===== src/rtl/ctr_csr_pkg.sv =====
`timescale 1ns/1ps
package ctr_csr_pkg;

    // Number of counters handled by the bank (cycle, retire)
    localparam int NUM_CTR = 2;
    localparam int WORD_W  = 32;

    // Address fields: page in [11:8], high-word select in [7], index in [6:0]
    localparam logic [3:0] MACH_PAGE = 4'hB;
    localparam logic [3:0] USER_PAGE = 4'hC;
    localparam logic [6:0] CYC_IDX   = 7'd0;
    localparam logic [6:0] RET_IDX   = 7'd2;

    localparam logic [1:0] PRIV_MACH = 2'b11;

    typedef enum logic [1:0] {
        ACC_NONE = 2'd0,
        ACC_MACH = 2'd1,
        ACC_USER = 2'd2
    } acc_kind_t;

endpackage


===== src/rtl/ctr_pair.sv =====
`timescale 1ns/1ps
module ctr_pair #(
    parameter int CNT_WIDTH = 64
) (
    input  logic        clk,
    input  logic        rst_n,
    input  logic        inc,
    input  logic        wr_lo,
    input  logic        wr_hi,
    input  logic [31:0] wdata,
    output logic [31:0] lo_word,
    output logic [31:0] hi_word
);

    localparam logic [63:0] MASK  = (CNT_WIDTH >= 64) ? {64{1'b1}}
                                  : ((64'd1 << CNT_WIDTH) - 64'd1);
    localparam bit          HI_EN = (CNT_WIDTH > 32);

    logic [63:0] cnt_q;
    logic [63:0] cnt_raw;
    logic        wr_hi_eff;

    // A write to a high word that does not exist is dropped entirely
    assign wr_hi_eff = wr_hi && HI_EN;

    always_comb begin
        cnt_raw = cnt_q;
        if (wr_lo) begin
            cnt_raw[31:0] = wdata;
        end else if (wr_hi_eff) begin
            cnt_raw[63:32] = wdata;
        end else if (inc) begin
            cnt_raw = cnt_q + 64'd1;
        end
    end

    always_ff @(posedge clk or negedge rst_n) begin
        if (!rst_n) begin
            cnt_q <= '0;
        end else begin
            cnt_q <= cnt_raw & MASK;
        end
    end

    assign lo_word = cnt_q[31:0];
    assign hi_word = cnt_q[63:32];

    // bits above the width never appear on the high word
    a_r5_hi_unused_zero: assert property (@(posedge clk) disable iff (!rst_n)
        (hi_word & ~MASK[63:32]) == 32'd0);

    // plain increment, wrapping at the implemented width
    a_r2_step: assert property (@(posedge clk) disable iff (!rst_n)
        (!wr_lo && !wr_hi_eff && inc) |=>
            ({hi_word, lo_word} == (($past({hi_word, lo_word}) + 64'd1) & MASK)));

    // no increment, no write -> value holds
    a_r3_hold: assert property (@(posedge clk) disable iff (!rst_n)
        (!wr_lo && !wr_hi_eff && !inc) |=> $stable({hi_word, lo_word}));

    // low-word write loads data and leaves the high word alone
    a_r4_lo_load: assert property (@(posedge clk) disable iff (!rst_n)
        wr_lo |=> (lo_word == ($past(wdata) & MASK[31:0])) && $stable(hi_word));

endmodule


===== src/rtl/ctr_access_dec.sv =====
`timescale 1ns/1ps
module ctr_access_dec
    import ctr_csr_pkg::*;
(
    input  logic                clk,
    input  logic                rst_n,
    input  logic [11:0]         addr,
    input  logic                re,
    input  logic                we,
    input  logic [1:0]          priv,
    input  logic [NUM_CTR-1:0]  user_en,
    output logic                ctr_sel,
    output logic                hi_sel,
    output logic                rd_ok,
    output logic                illegal,
    output logic [NUM_CTR-1:0]  wr_lo,
    output logic [NUM_CTR-1:0]  wr_hi
);

    acc_kind_t kind;
    logic      idx_ok;
    logic      is_mach;
    logic      wr_ok;

    assign idx_ok  = (addr[6:0] == CYC_IDX) || (addr[6:0] == RET_IDX);
    assign ctr_sel = addr[1];
    assign hi_sel  = addr[7];
    assign is_mach = (priv == PRIV_MACH);

    // Classify the access
    always_comb begin
        unique case (addr[11:8])
            MACH_PAGE: kind = idx_ok ? ACC_MACH : ACC_NONE;
            USER_PAGE: kind = idx_ok ? ACC_USER : ACC_NONE;
            default:   kind = ACC_NONE;
        endcase
    end

    // Legality per class
    always_comb begin
        case (kind)
            ACC_MACH: illegal = (re || we) && !is_mach;
            ACC_USER: illegal = we || (re && !is_mach && !user_en[ctr_sel]);
            default:  illegal = 1'b0;
        endcase
    end

    assign rd_ok = re && (kind != ACC_NONE) && !illegal;
    assign wr_ok = we && (kind == ACC_MACH) && !illegal;

    for (genvar g = 0; g < NUM_CTR; g++) begin : g_strobe
        assign wr_lo[g] = wr_ok && !hi_sel && (ctr_sel == g[0]);
        assign wr_hi[g] = wr_ok &&  hi_sel && (ctr_sel == g[0]);
    end

    // every write into the user page is illegal
    a_r10_user_wr_illegal: assert property (@(posedge clk) disable iff (!rst_n)
        (we && addr[11:8] == USER_PAGE && idx_ok) |-> illegal);

    // an illegal access never produces a write strobe
    a_r11_no_strobe: assert property (@(posedge clk) disable iff (!rst_n)
        illegal |-> (wr_lo == '0 && wr_hi == '0));

    // less privileged access to the machine page is always illegal
    a_r11_mach_page: assert property (@(posedge clk) disable iff (!rst_n)
        ((re || we) && !is_mach && addr[11:8] == MACH_PAGE && idx_ok) |-> illegal);

endmodule


===== src/rtl/ctr_csr_bank.sv =====
`timescale 1ns/1ps
module ctr_csr_bank
    import ctr_csr_pkg::*;
#(
    parameter int CNT_WIDTH = 64
) (
    input  logic        clk,
    input  logic        rst_n,
    input  logic        retire_i,
    input  logic [11:0] csr_addr,
    input  logic        csr_re,
    input  logic        csr_we,
    input  logic [31:0] csr_wdata,
    input  logic [1:0]  priv,
    input  logic [1:0]  user_cnt_en,
    output logic [31:0] csr_rdata,
    output logic        csr_illegal,
    output logic        small_cnt,
    output logic        no_cnt
);

    localparam bit SMALL = (CNT_WIDTH > 0) && (CNT_WIDTH < 64);
    localparam bit NONE  = (CNT_WIDTH == 0);

    logic               ctr_sel;
    logic               hi_sel;
    logic               rd_ok;
    logic [NUM_CTR-1:0] wr_lo;
    logic [NUM_CTR-1:0] wr_hi;
    logic [NUM_CTR-1:0] inc;
    logic [31:0]        lo_w [NUM_CTR];
    logic [31:0]        hi_w [NUM_CTR];

    ctr_access_dec u_dec (
        .clk     (clk),
        .rst_n   (rst_n),
        .addr    (csr_addr),
        .re      (csr_re),
        .we      (csr_we),
        .priv    (priv),
        .user_en (user_cnt_en),
        .ctr_sel (ctr_sel),
        .hi_sel  (hi_sel),
        .rd_ok   (rd_ok),
        .illegal (csr_illegal),
        .wr_lo   (wr_lo),
        .wr_hi   (wr_hi)
    );

    // Counter 0 counts clocks, counter 1 counts retire pulses
    assign inc[0] = 1'b1;
    assign inc[1] = retire_i;

    for (genvar g = 0; g < NUM_CTR; g++) begin : g_ctr
        ctr_pair #(.CNT_WIDTH(CNT_WIDTH)) u_pair (
            .clk     (clk),
            .rst_n   (rst_n),
            .inc     (inc[g]),
            .wr_lo   (wr_lo[g]),
            .wr_hi   (wr_hi[g]),
            .wdata   (csr_wdata),
            .lo_word (lo_w[g]),
            .hi_word (hi_w[g])
        );
    end

    always_comb begin
        csr_rdata = '0;
        if (rd_ok) begin
            csr_rdata = hi_sel ? hi_w[ctr_sel] : lo_w[ctr_sel];
        end
    end

    assign small_cnt = SMALL;
    assign no_cnt    = NONE;

    // quiet bus when no strobe is present
    a_r12_quiet: assert property (@(posedge clk) disable iff (!rst_n)
        !(csr_re || csr_we) |-> (!csr_illegal && csr_rdata == 32'd0));

    // an illegal access never returns data
    a_r9_no_data_on_illegal: assert property (@(posedge clk) disable iff (!rst_n)
        csr_illegal |-> (csr_rdata == 32'd0));

endmodule


===== config.mk =====
export PLATFORM = sky130hd
export DESIGN_NAME = ctr_csr_bank
export DESIGN_NICKNAME = d
export VERILOG_FILES = /design/src/rtl/ctr_csr_pkg.sv /design/src/rtl/ctr_pair.sv /design/src/rtl/ctr_access_dec.sv /design/src/rtl/ctr_csr_bank.sv
export SDC_FILE = /design/constraint.sdc
export NUM_CORES = 1
export LEC_CHECK = 0
export ABC_AREA = 0
export BUFFER_PORTS_ARGS = -buffer_cell sky130_fd_sc_hd__buf_2
export CAP_MARGIN = 25
export CORE_MARGIN = 10
export CORE_UTILIZATION = 40
export DETAILED_ROUTE_END_ITERATION = 10
export PLACE_DENSITY = 0.57
export RECOVER_POWER = 100
export SETUP_SLACK_MARGIN = 0.4
export SLEW_MARGIN = 5
export SYNTH_ARGS = -nofsm -noshare
export SYNTH_HDL_FRONTEND = slang
export SYNTH_HIERARCHICAL = 1
export SYNTH_SLANG_ARGS = --single-unit

===== constraint.sdc =====
create_clock -name clk -period 3.2 [get_ports clk]
set_input_delay 0.64 -clock clk [delete_from_list [all_inputs] [get_ports clk]]
set_output_delay 0.64 -clock clk [all_outputs]
set_load 0.005 [all_outputs]

==> results of run 1 <==
repair_timing:
| item | in CTS | in global routing |
|---|---|---|
| setup buffers | 59 | 25 |
| gates cloned | 12 | 1 |
| setup endpoints to repair | 147 | 161 |
| endpoints found under the hold margin | 0 | 0 |
| hold buffers | 0 | 0 |
| gates resized for setup | 285 | 115 |
| pin swaps | 117 | 93 |
cell families (layout without fill, tap and decap cells):
logic type | Yosys count | count (layout) | synth area share (%)
flops | 128 | 128 | 32.2
xor+xnor | 62 | 62 | 5.46
other cells | 2 | 7 | 0.0755
simple gates | 581 | 581 | 33.4
compound gates | 243 | 243 | 15.8
mux | 73 | 73 | 7.37
fa+ha+maj | 5 | 5 | 0.629
buf+inv | 101 | 348 | 5.15
placed cells by master (no fill, tap or decap), drive strengths merged, types with 16 or more instances in the layout:
cell    count
xnor2      20
and4       24
a211oi     16
a21oi      26
buf       285
nor3       60
nand2     123
inv        23
xor2       42
or3        19
and3       36
mux2i      71
dfrtp     128
nand4      81
o22ai      46
nor4       42
clkbuf     26
nand3      84
o21ai      82
nor2       62
power by group through the flow:
stage | logic, mW | clock network [mW] | registers, mW
floorplan | 0.356 | 0 | 1.85
global route | 0.820 | 2.10 | 1.90
detailed placement | 0.597 | 0 | 1.89
CTS | 0.692 | 2.02 | 1.87
finish | 0.772 | 2.00 | 1.88
global placement | 0.588 | 0 | 1.89
cell type report:
class                           instances  area, um^2  share of cell area [%]
Clock buffer                           19         453                    3.07
Clock inverter                         12         135                   0.916
Inverter                               22         110                   0.747
Multi-Input combinational cell        971        7590                    51.5
Sequential cell                       128        3200                    21.7
Tap cell                              324         405                    2.75
Timing Repair Buffer                  294        2840                    19.2
Timing Repair inverter                  1        11.3                  0.0764
stage by stage:
step           util (%)  cell area [um^2]  cells
2_1_floorplan         -             10600   1200
3_3_place_gp       48.0             11700   1643
3_5_place_dp       48.0             11700   1643
4_1_cts            57.6             14000   1745
5_1_grt            60.5             14700   1771
6_report           60.5             14700   1771
worst min-delay path by stage:
| stage | end | slack (ns) | startpoint | depth (start not counted) |
|---|---|---|---|---|
| 4_1_cts | g_ctr[0].u_pair/cnt_q[39] | 0.26 | rst_n | 1 |
| 3_5_place_dp | g_ctr[0].u_pair/cnt_q[63] | 0.61 | g_ctr[0].u_pair/cnt_q[63] | 2 |
| 6_report | g_ctr[1].u_pair/cnt_q[26] | 0.50 | csr_wdata[26] | 3 |
| 3_3_place_gp | g_ctr[0].u_pair/cnt_q[63] | 0.60 | g_ctr[0].u_pair/cnt_q[63] | 2 |
| 2_1_floorplan | g_ctr[0].u_pair/cnt_q[0] | 0.34 | rst_n | 0 |
| 5_1_grt | g_ctr[1].u_pair/cnt_q[26] | 0.50 | csr_wdata[26] | 3 |
critical path: cells and delay by family:
family          cells  cell delay [ns]
fa+ha+maj           1             0.18
buf+inv             3             0.39
compound gates      3             0.60
simple gates        5             1.27
per-layer routing:
metal,vias to the layer above,wire length (um)
met5,-,0
met4,0,1980
met3,143,3210
met2,586,21600
met1,5557,17200
li1,5070,-
==> qor.csv, run 1 <==
metric,value,unit
Cell Int Power,3.24,mW
Clock Path Buffers,2,
CP most frequent cell,buf_6,
routability-driven placement congestion ratio,0.966,
met1 GRT Util,34.3,%
Final #Nets,1493,
Layout Skew,0.0136,ns
ranking of synthesized cells by area,"dfrtp_1 (32%), mux2i_1 (7.1%), nand4_1 (4.7%)",
root buffer cell,clkbuf_16,
Hold Path Class,primary input to flop,
FF-to-FF setup slack,0.41,ns
Synth Flop Type,dfrtp_1,
global-route wire length before repair,65900,um
violated checks,"max-capacitance violations, max-slew violations, negative setup slack",
max cap viols,1,
row count,57,
Vias/cell,6.41,
GRT overflow,0,
Comb pwr share,16.6,%
num ports,88,
most common cell in the netlist,dfrtp_1,
CP max stage cell,or3_4,
setup TNS,-63.78,ns
via count,11400,
drt pass-1 iters,6,
IO Port Bufs,85,
Max IR drop VDD,0.250,mV
fin crit period,3.73,ns
Clock Pin Slew Worst Setup and Hold Paths,0.07,ns
die height,178,um
PwrDens,316,mW/mm^2
max reg flops,128,
number of global-route vias before repair,10900,
Synth Cell Area,0.00995,mm^2
cts bufs inserted,17,
Yosys cell types,64,
Critical Path AT,3.09,ns
Die W,178,um
RR Endpoint,g_ctr[0].u_pair/cnt_q[57],
sequential share of the synthesized area,32.2,%
"area leader, netlist",dfrtp_1,
Worst Reg-to-Reg Cells,5,
ANT cells,0,
WS Path Type,primary input to output port,
fillers,2045,
Worst path max stage delay,0.40,ns
busiest grt layer,met2,
DR DRC count,0,
crit path capture type,output port,
Rel. slew slack,-35.3,%
Leak,5.99,nW
pin count of the biggest net entering global routing,72,
layout cells sized above 1,39.3,%
Routed Antenna Nets,0,
Max Clk Rate,268,MHz
Die Footprint,0.0316,mm^2
critical path endpoint,csr_rdata[15],
Final setup viols,160,
Yosys top cell area share,32.2,%
Final Hold Viols,0,
Synth Register Bits,128,
"critical path fanouts, max",5,
Setup WS pre-CTS,-0.615,ns
area delta synth->final,48.1,%
net switching fraction of the power,30.3,%
later-pin clock latency in the skew report,0.43,ns
startpoint types,primary input,
status,"finished, violations left",
Synth Instances,1195,
met3 usage in global routing,3.68,%
Psw,1.41,mW
async set-reset flop share out of synthesis,100,%
core area,0.0244,mm^2
CTS tree,done,
"Req. time, crit path",2.56,ns
CTS Sinks,128,
Post-synth EDFFs,0,
initial antenna violation count,0,
Synthesis Warnings,6,
CP cell instances,buf_6 > nor4b_4 > nand2_1 > or3_4 > ha_4 > and2_4 > a311o_1 > a21oi_2 > or2b_4 > buf_6 > o22ai_4 > buf_2,
reg2reg start,g_ctr[0].u_pair/cnt_q[3],
syn avg cell area,8.33,um^2
Clk network pwr share,43.0,%
Synth top cells by count,"dfrtp_1 (128), nand2_1 (123), nand3_1 (84)",
Reg with most FFs,g_ctr.u_pair/cnt_q,
crit path launch,csr_addr[6],
GRT Total Usage,27.0,%
initial drt markers,1399,
initial core utilization,40.8,%
max-slew violations,72,
unrepaired setup endpoints after global routing,yes,
met2 usage,45.2,%
H-tree lvl count,4,
DR WL/cell,24.9,um
Hold WS,0.505,ns
Worst Tran Pin Value,2.03,ns
Sequential Power Share,40.4,%
Tot Pwr,4.66,mW
period utilization,116,%
final critical-path setup slack,-0.526,ns
Regs by FF count,g_ctr.u_pair/cnt_q (128),
Routed WL,44000,um
Post-DP HPWL,30600,um
Power figures use the tool's default switching activity.
==> run 2: changes to the inputs <==
Settings changed: CTS_BUF_LIST set to sky130_fd_sc_hd__clkbuf_4 sky130_fd_sc_hd__clkbuf_8.
==> qor.csv, run 2 (synthesis gave the netlist of run 1 again) <==
metric,value,unit,change
PwrDens,285,mW/mm^2,was 316 mW/mm^2
"Req. time, crit path",3.53,ns,was 2.56 ns
cell area after layout,0.0147,mm^2,about the same
period utilization,121,%,was 116%
Clock Pin Slew Worst Setup and Hold Paths,0.09,ns,was 0.07 ns
"critical path fanouts, max",15,,was 5
Final Hold Viols,0,,unchanged
Setup WS pre-CTS,-0.615,ns,unchanged
routability-driven placement congestion ratio,0.966,,unchanged
Reg with most FFs,g_ctr.u_pair/cnt_q,,unchanged
Routed Antenna Nets,0,,unchanged
violated checks,"design-rule violations, max-capacitance violations, max-slew violations, negative setup slack",,"was max-capacitance violations, max-slew violations, negative setup slack"
"commonest non-fill, non-tap cell in the layout",dfrtp_1,,unchanged
later-pin clock latency in the skew report,0.47,ns,was 0.43 ns
Vias/cell,6.39,,was 6.41
status,"finished, violations left",,unchanged
num ports,88,,unchanged
Clock Path Buffers,2,,unchanged
initial core utilization,40.8,%,unchanged
IO Port Bufs,85,,unchanged
Post-DP HPWL,30600,um,unchanged
Hold Path Class,primary input to flop,,unchanged
H-tree lvl count,4,,unchanged
Worst Tran Pin Value,2.03,ns,about the same
Sequential Area,0.00320,mm^2,unchanged
Regs by FF count,g_ctr.u_pair/cnt_q (128),,unchanged
Max Clk Rate,257,MHz,was 268 MHz
Rel. slew slack,-35.2,%,was -35.3%
global-route wire length before repair,65100,um,was 65900 um
initial drt markers,1290,,was 1399
core area,0.0244,mm^2,unchanged
"non-filler cells, final",1770,,was 1771
Final setup viols,158,,was 160
max reg flops,128,,unchanged
crit path capture type,flop,,was output port
cts bufs inserted,17,,unchanged
final core occ,60.1,%,was 60.5%
Max IR drop VDD,0.222,mV,was 0.250 mV
GRT Total Usage,26.6,%,was 27.0%
DP Cell Count,1643,,unchanged
area delta synth->final,47.4,%,was 48.1%
Final #Nets,1492,,was 1493
Die W,178,um,unchanged
Layout Skew,0.0182,ns,was 0.0136 ns
Worst path max stage delay,0.40,ns,about the same
row count,57,,unchanged
max-slew violations,72,,unchanged
CP max stage cell,or3_4,,unchanged
"leading cell types in the layout, fill and taps excluded","dfrtp_1 (128), nand2_1 (106), buf_6 (86), buf_4 (81), buf_2 (80)",,"was dfrtp_1 (128), nand2_1 (95), buf_4 (90), buf_6 (80), buf_2 (80)"
Routed WL,44100,um,was 44000 um
CP cell instances,buf_6 > nor4b_4 > nand2_1 > or3_4 > ha_4 > buf_6 > buf_6 > buf_6 > buf_6 > buf_6 > buf_6 > buf_6 > o21a_4 > buf_6 > nor3_4 > buf_6 > buf_12 > nand2b_4 > o22a_1 > nor3b_1 > a32oi_1 > o21ai_1,,was buf_6 > nor4b_4 > nand2_1 > or3_4 > ha_4 > and2_4 > a311o_1 > a21oi_2 > or2b_4 > buf_6 > o22ai_4 > buf_2
Leak,5.89,nW,was 5.99 nW
Hold WS,0.460,ns,was 0.505 ns
final critical-path setup slack,-0.684,ns,was -0.526 ns
fillers,2044,,was 2045
pin count of the biggest net entering global routing,72,,unchanged
unrepaired setup endpoints after global routing,yes,,unchanged
DR DRC count,1,,was 0
die height,178,um,unchanged
root buffer cell,clkbuf_8,,was clkbuf_16
CTS Sinks,128,,unchanged
startpoint types,primary input,,unchanged
CTS tree,done,,unchanged
Area after DPL,0.0117,mm^2,unchanged
fin crit period,3.88,ns,was 3.73 ns
drt pass-1 iters,8,,was 6
setup TNS,-59.65,ns,was -63.78 ns
WS Path Type,primary input to flop,,was primary input to output port
Multi-input gate area,0.00768,mm^2,was 0.00759 mm^2
cts hold-fix bufs,0,,unchanged
Die Footprint,0.0316,mm^2,unchanged
DR WL/cell,24.9,um,about the same
initial antenna violation count,0,,unchanged
Critical Path AT,4.21,ns,was 3.09 ns
GRT overflow,0,,unchanged
CP most frequent cell,buf_6,,unchanged
ANT cells,0,,unchanged
layout cells sized above 1,40.0,%,was 39.3%
Tot Pwr,4.18,mW,was 4.66 mW
max cap viols,1,,unchanged
via count,11300,,was 11.4k
number of global-route vias before repair,10800,,was 10.9k
run 2: changes by cell type in the layout (fill, tap and decap cells not counted), sizes merged:
cell	change
buf	-4
bufbuf	-1
clkbuf	+4
clkinv	+1
inv	-1
run 2: routing by layer:
| metal | routed length, um | vias to the layer above | track usage [%] | part of all wire (%) |
|---|---|---|---|---|
| li1 | - | 5055 | - | - |
| met2 | 21800 | 533 | 44.8 | 50 |
| met5 | 0 | - | 0 | 0 |
| met4 | 1710 | 0 | 10.6 | 3.9 |
| met3 | 2920 | 124 | 4.04 | 6.6 |
| met1 | 17600 | 5591 | 33.6 | 40 |
run 2: final timing paths:
path / cells after the start / from / slack, ns / endpoint
setup / recovery: 22 / csr_addr[6] / -0.68 / g_ctr[1].u_pair/cnt_q[59]
hold / removal: 3 / csr_wdata[18] / 0.46 / g_ctr[0].u_pair/cnt_q[18]
setup reg to reg: 5 / g_ctr[0].u_pair/cnt_q[3] / 0.49 / g_ctr[0].u_pair/cnt_q[57]
hold reg to reg: 2 / g_ctr[0].u_pair/cnt_q[61] / 0.63 / g_ctr[0].u_pair/cnt_q[61]
max in group asynchronous: 2 / rst_n / 0.84 / g_ctr[0].u_pair/cnt_q[19]
min in group asynchronous: 1 / rst_n / 0.71 / g_ctr[0].u_pair/cnt_q[38]
run 2: cell type report:
class	instances	share of cell area, %
clock buffers	19	1.78
clock inverters	12	0.921
inverters	22	0.802
multi-input cells	971	52.3
flip-flops and latches	128	21.8
well taps	324	2.76
repair buffers	293	19.5
repair inverters	1	0.0768
run 2: report_power, final:
part           internal, mW  switching (mW)
registers              1.71           0.164
clock network         0.733           0.763
logic                 0.367           0.440
run 2: critical path, delay by kind of cell:
kind	cells	cell delay (ns)
buf+inv	11	1.29
compound gates	4	0.85
simple gates	6	1.22
fa+ha+maj	1	0.18
run 2: timing repair:
item | 4_1_cts | 5_1_grt
gates cloned | 8 | 6
endpoints found under the setup margin | 137 | 161
pin swaps | 129 | 88
buffers inserted | 57 | 25
gates resized for setup | 286 | 146
==> run 3: changes to the inputs <==
Settings changed: GPL_TIMING_DRIVEN set to 0.
==> qor.csv, run 3 (synthesis gave the netlist of run 1 again) <==
metric,value,unit,change
status,"finished, violations left",,unchanged
violated checks,"max-capacitance violations, max-slew violations, negative setup slack",,"was design-rule violations, max-capacitance violations, max-slew violations, negative setup slack"
Rel. slew slack,-77.7,%,was -35.2%
Die Footprint,0.0316,mm^2,unchanged
Max IR drop VDD,0.234,mV,was 0.222 mV
row count,57,,unchanged
initial drt markers,1661,,was 1290
fillers,2061,,was 2044
layout cells sized above 1,38.0,%,was 40.0%
"leading cell types in the layout, fill and taps excluded","dfrtp_1 (128), nand2_1 (106), buf_2 (87), nand4_1 (75), nand3_1 (72)",,"was dfrtp_1 (128), nand2_1 (106), buf_6 (86), buf_4 (81), buf_2 (80)"
drt pass-1 iters,5,,was 8
"Req. time, crit path",2.56,ns,was 3.53 ns
later-pin clock latency in the skew report,0.47,ns,about the same
Die W,178,um,unchanged
Regs by FF count,g_ctr.u_pair/cnt_q (128),,unchanged
root buffer cell,clkbuf_8,,unchanged
Clock Path Buffers,2,,unchanged
Reg with most FFs,g_ctr.u_pair/cnt_q,,unchanged
Clock Pin Slew Worst Setup and Hold Paths,0.10,ns,was 0.09 ns
pin count of the biggest net entering global routing,85,,was 72
Final Hold Viols,0,,unchanged
Setup WS pre-CTS,-0.872,ns,was -0.615 ns
Routed Antenna Nets,0,,unchanged
cts bufs inserted,17,,unchanged
DR WL/cell,27.2,um,was 24.9 um
"critical path fanouts, max",6,,was 15
Routed WL,47500,um,was 44100 um
Hold WS,0.463,ns,was 0.460 ns
CP max stage cell,or3_4,,unchanged
CTS tree,done,,unchanged
"commonest non-fill, non-tap cell in the layout",dfrtp_1,,unchanged
Hold Path Class,primary input to flop,,unchanged
WS Path Type,primary input to output port,,was primary input to flop
area delta synth->final,47.2,%,was 47.4%
startpoint types,primary input,,unchanged
GRT Total Usage,27.1,%,was 26.6%
setup TNS,-22.69,ns,was -59.65 ns
max reg flops,128,,unchanged
final core occ,60.1,%,about the same
initial antenna violation count,0,,unchanged
GRT overflow,0,,unchanged
Post-DP HPWL,32800,um,was 30600 um
initial core utilization,40.8,%,unchanged
crit path capture type,output port,,was flop
CP cell instances,buf_6 > nor4b_4 > nand2_1 > or3_4 > ha_4 > and2_4 > a311o_1 > a21oi_2 > or2b_4 > buf_12 > o22ai_4 > buf_2,,was buf_6 > nor4b_4 > nand2_1 > or3_4 > ha_4 > buf_6 > buf_6 > buf_6 > buf_6 > buf_6 > buf_6 > buf_6 > o21a_4 > buf_6 > nor3_4 > buf_6 > buf_12 > nand2b_4 > o22a_1 > nor3b_1 > a32oi_1 > o21ai_1
final critical-path setup slack,-0.640,ns,was -0.684 ns
via count,11600,,was 11.3k
cts hold-fix bufs,0,,unchanged
IO Port Bufs,85,,unchanged
period utilization,120,%,was 121%
Worst Tran Pin Value,2.67,ns,was 2.03 ns
Worst Path Buf+Inv,3,,was 11
Critical Path AT,3.20,ns,was 4.21 ns
number of global-route vias before repair,10400,,was 10.8k
"non-filler cells, final",1744,,was 1770
CTS Sinks,128,,unchanged
Final #Nets,1466,,was 1492
Layout Skew,0.0204,ns,was 0.0182 ns
unrepaired setup endpoints after global routing,yes,,unchanged
FF-to-FF setup slack,0.46,ns,was 0.49 ns
fin crit period,3.84,ns,was 3.88 ns
crit-path leading delay family,simple AND/OR/NAND/NOR gates,,was buffers and inverters
global-route wire length before repair,65100,um,about the same
die height,178,um,unchanged
PwrDens,301,mW/mm^2,was 285 mW/mm^2
core area,0.0244,mm^2,unchanged
DR DRC count,0,,was 1
Final setup viols,78,,was 158
Max Clk Rate,260,MHz,was 257 MHz
ANT cells,0,,unchanged
routability-driven placement congestion ratio,0.989,,was 0.966
num ports,88,,unchanged
Leak,5.83,nW,was 5.89 nW
Vias/cell,6.64,,was 6.39
Worst path max stage delay,0.40,ns,about the same
H-tree lvl count,4,,unchanged
DP Cell Count,1612,,was 1643
max-slew violations,46,,was 72
max cap viols,1,,unchanged
run 3: changes by cell type in the layout (fill, tap and decap cells not counted), sizes merged:
cell and change:
clkbuf +29, bufinv +4, clkinv -2, buf -55, bufbuf -1, inv -1
o21bai +1, clkdlybuf4s18 +1, clkinvlp -2
run 3: metrics by stage:
step                      cell area, um^2  power (mW)
after floorplan                     10600        2.21
after global placement              11400        2.45
after detailed placement            11400        2.46
after CTS                           12600        4.30
after global routing                14600        4.56
final                               14600        4.41
run 3: per-layer routing:
metal	wire [um]	part of all wire (%)	global-route usage, %	up-vias
li1	-	-	-	5015
met1	18100	38	34.1	5664
met2	22800	48	45.5	719
met3	4090	8.6	4.67	180
met4	2520	5.3	9.80	0
met5	0	0	0	-
run 3: report_power, final:
| part | switching (mW) | leakage, nW | total, mW | internal, mW |
|---|---|---|---|---|
| Combinational | 0.436 | 3.99 | 0.738 | 0.302 |
| Sequential | 0.155 | 1.61 | 1.87 | 1.71 |
| Clock | 0.753 | 0.239 | 1.80 | 1.05 |
run 3: worst register-to-register path: stages (launching register included):
cell,delay (ns)
dfrtp_1,0.45
nand4_1,0.60
nor3_1,0.67
and3_1,0.24
buf_4,0.20
mux2i_1,0.11
or3_1,0.36
run 3: area by class of cell:
cell class	count	area, um^2	area share (%)
Multi-Input combinational cell	972	7800	53.2
Sequential cell	128	3200	21.9
Timing Repair Buffer	188	1700	11.6
Buffer	79	943	6.44
Tap cell	324	405	2.77
Clock buffer	19	262	1.79
Clock inverter	12	230	1.57
Inverter	22	105	0.717
run 3: worst paths after layout:
kind	startpoint	depth (start not counted)	end
setup / recovery	csr_addr[4]	12	csr_rdata[15]
hold / removal	csr_wdata[18]	3	g_ctr[0].u_pair/cnt_q[18]
setup reg to reg	g_ctr[0].u_pair/cnt_q[3]	6	g_ctr[0].u_pair/cnt_q[57]
hold reg to reg	g_ctr[0].u_pair/cnt_q[30]	2	g_ctr[0].u_pair/cnt_q[30]
max in group asynchronous	rst_n	2	g_ctr[1].u_pair/cnt_q[24]
min in group asynchronous	rst_n	1	g_ctr[0].u_pair/cnt_q[34]
run 3: timing repair:
action / CTS / global route
setup buffers: 30 / 52
resized for setup: 87 / 377
gates cloned: 2 / 17
pin swaps: 12 / 107
setup endpoints to repair: 161 / 161
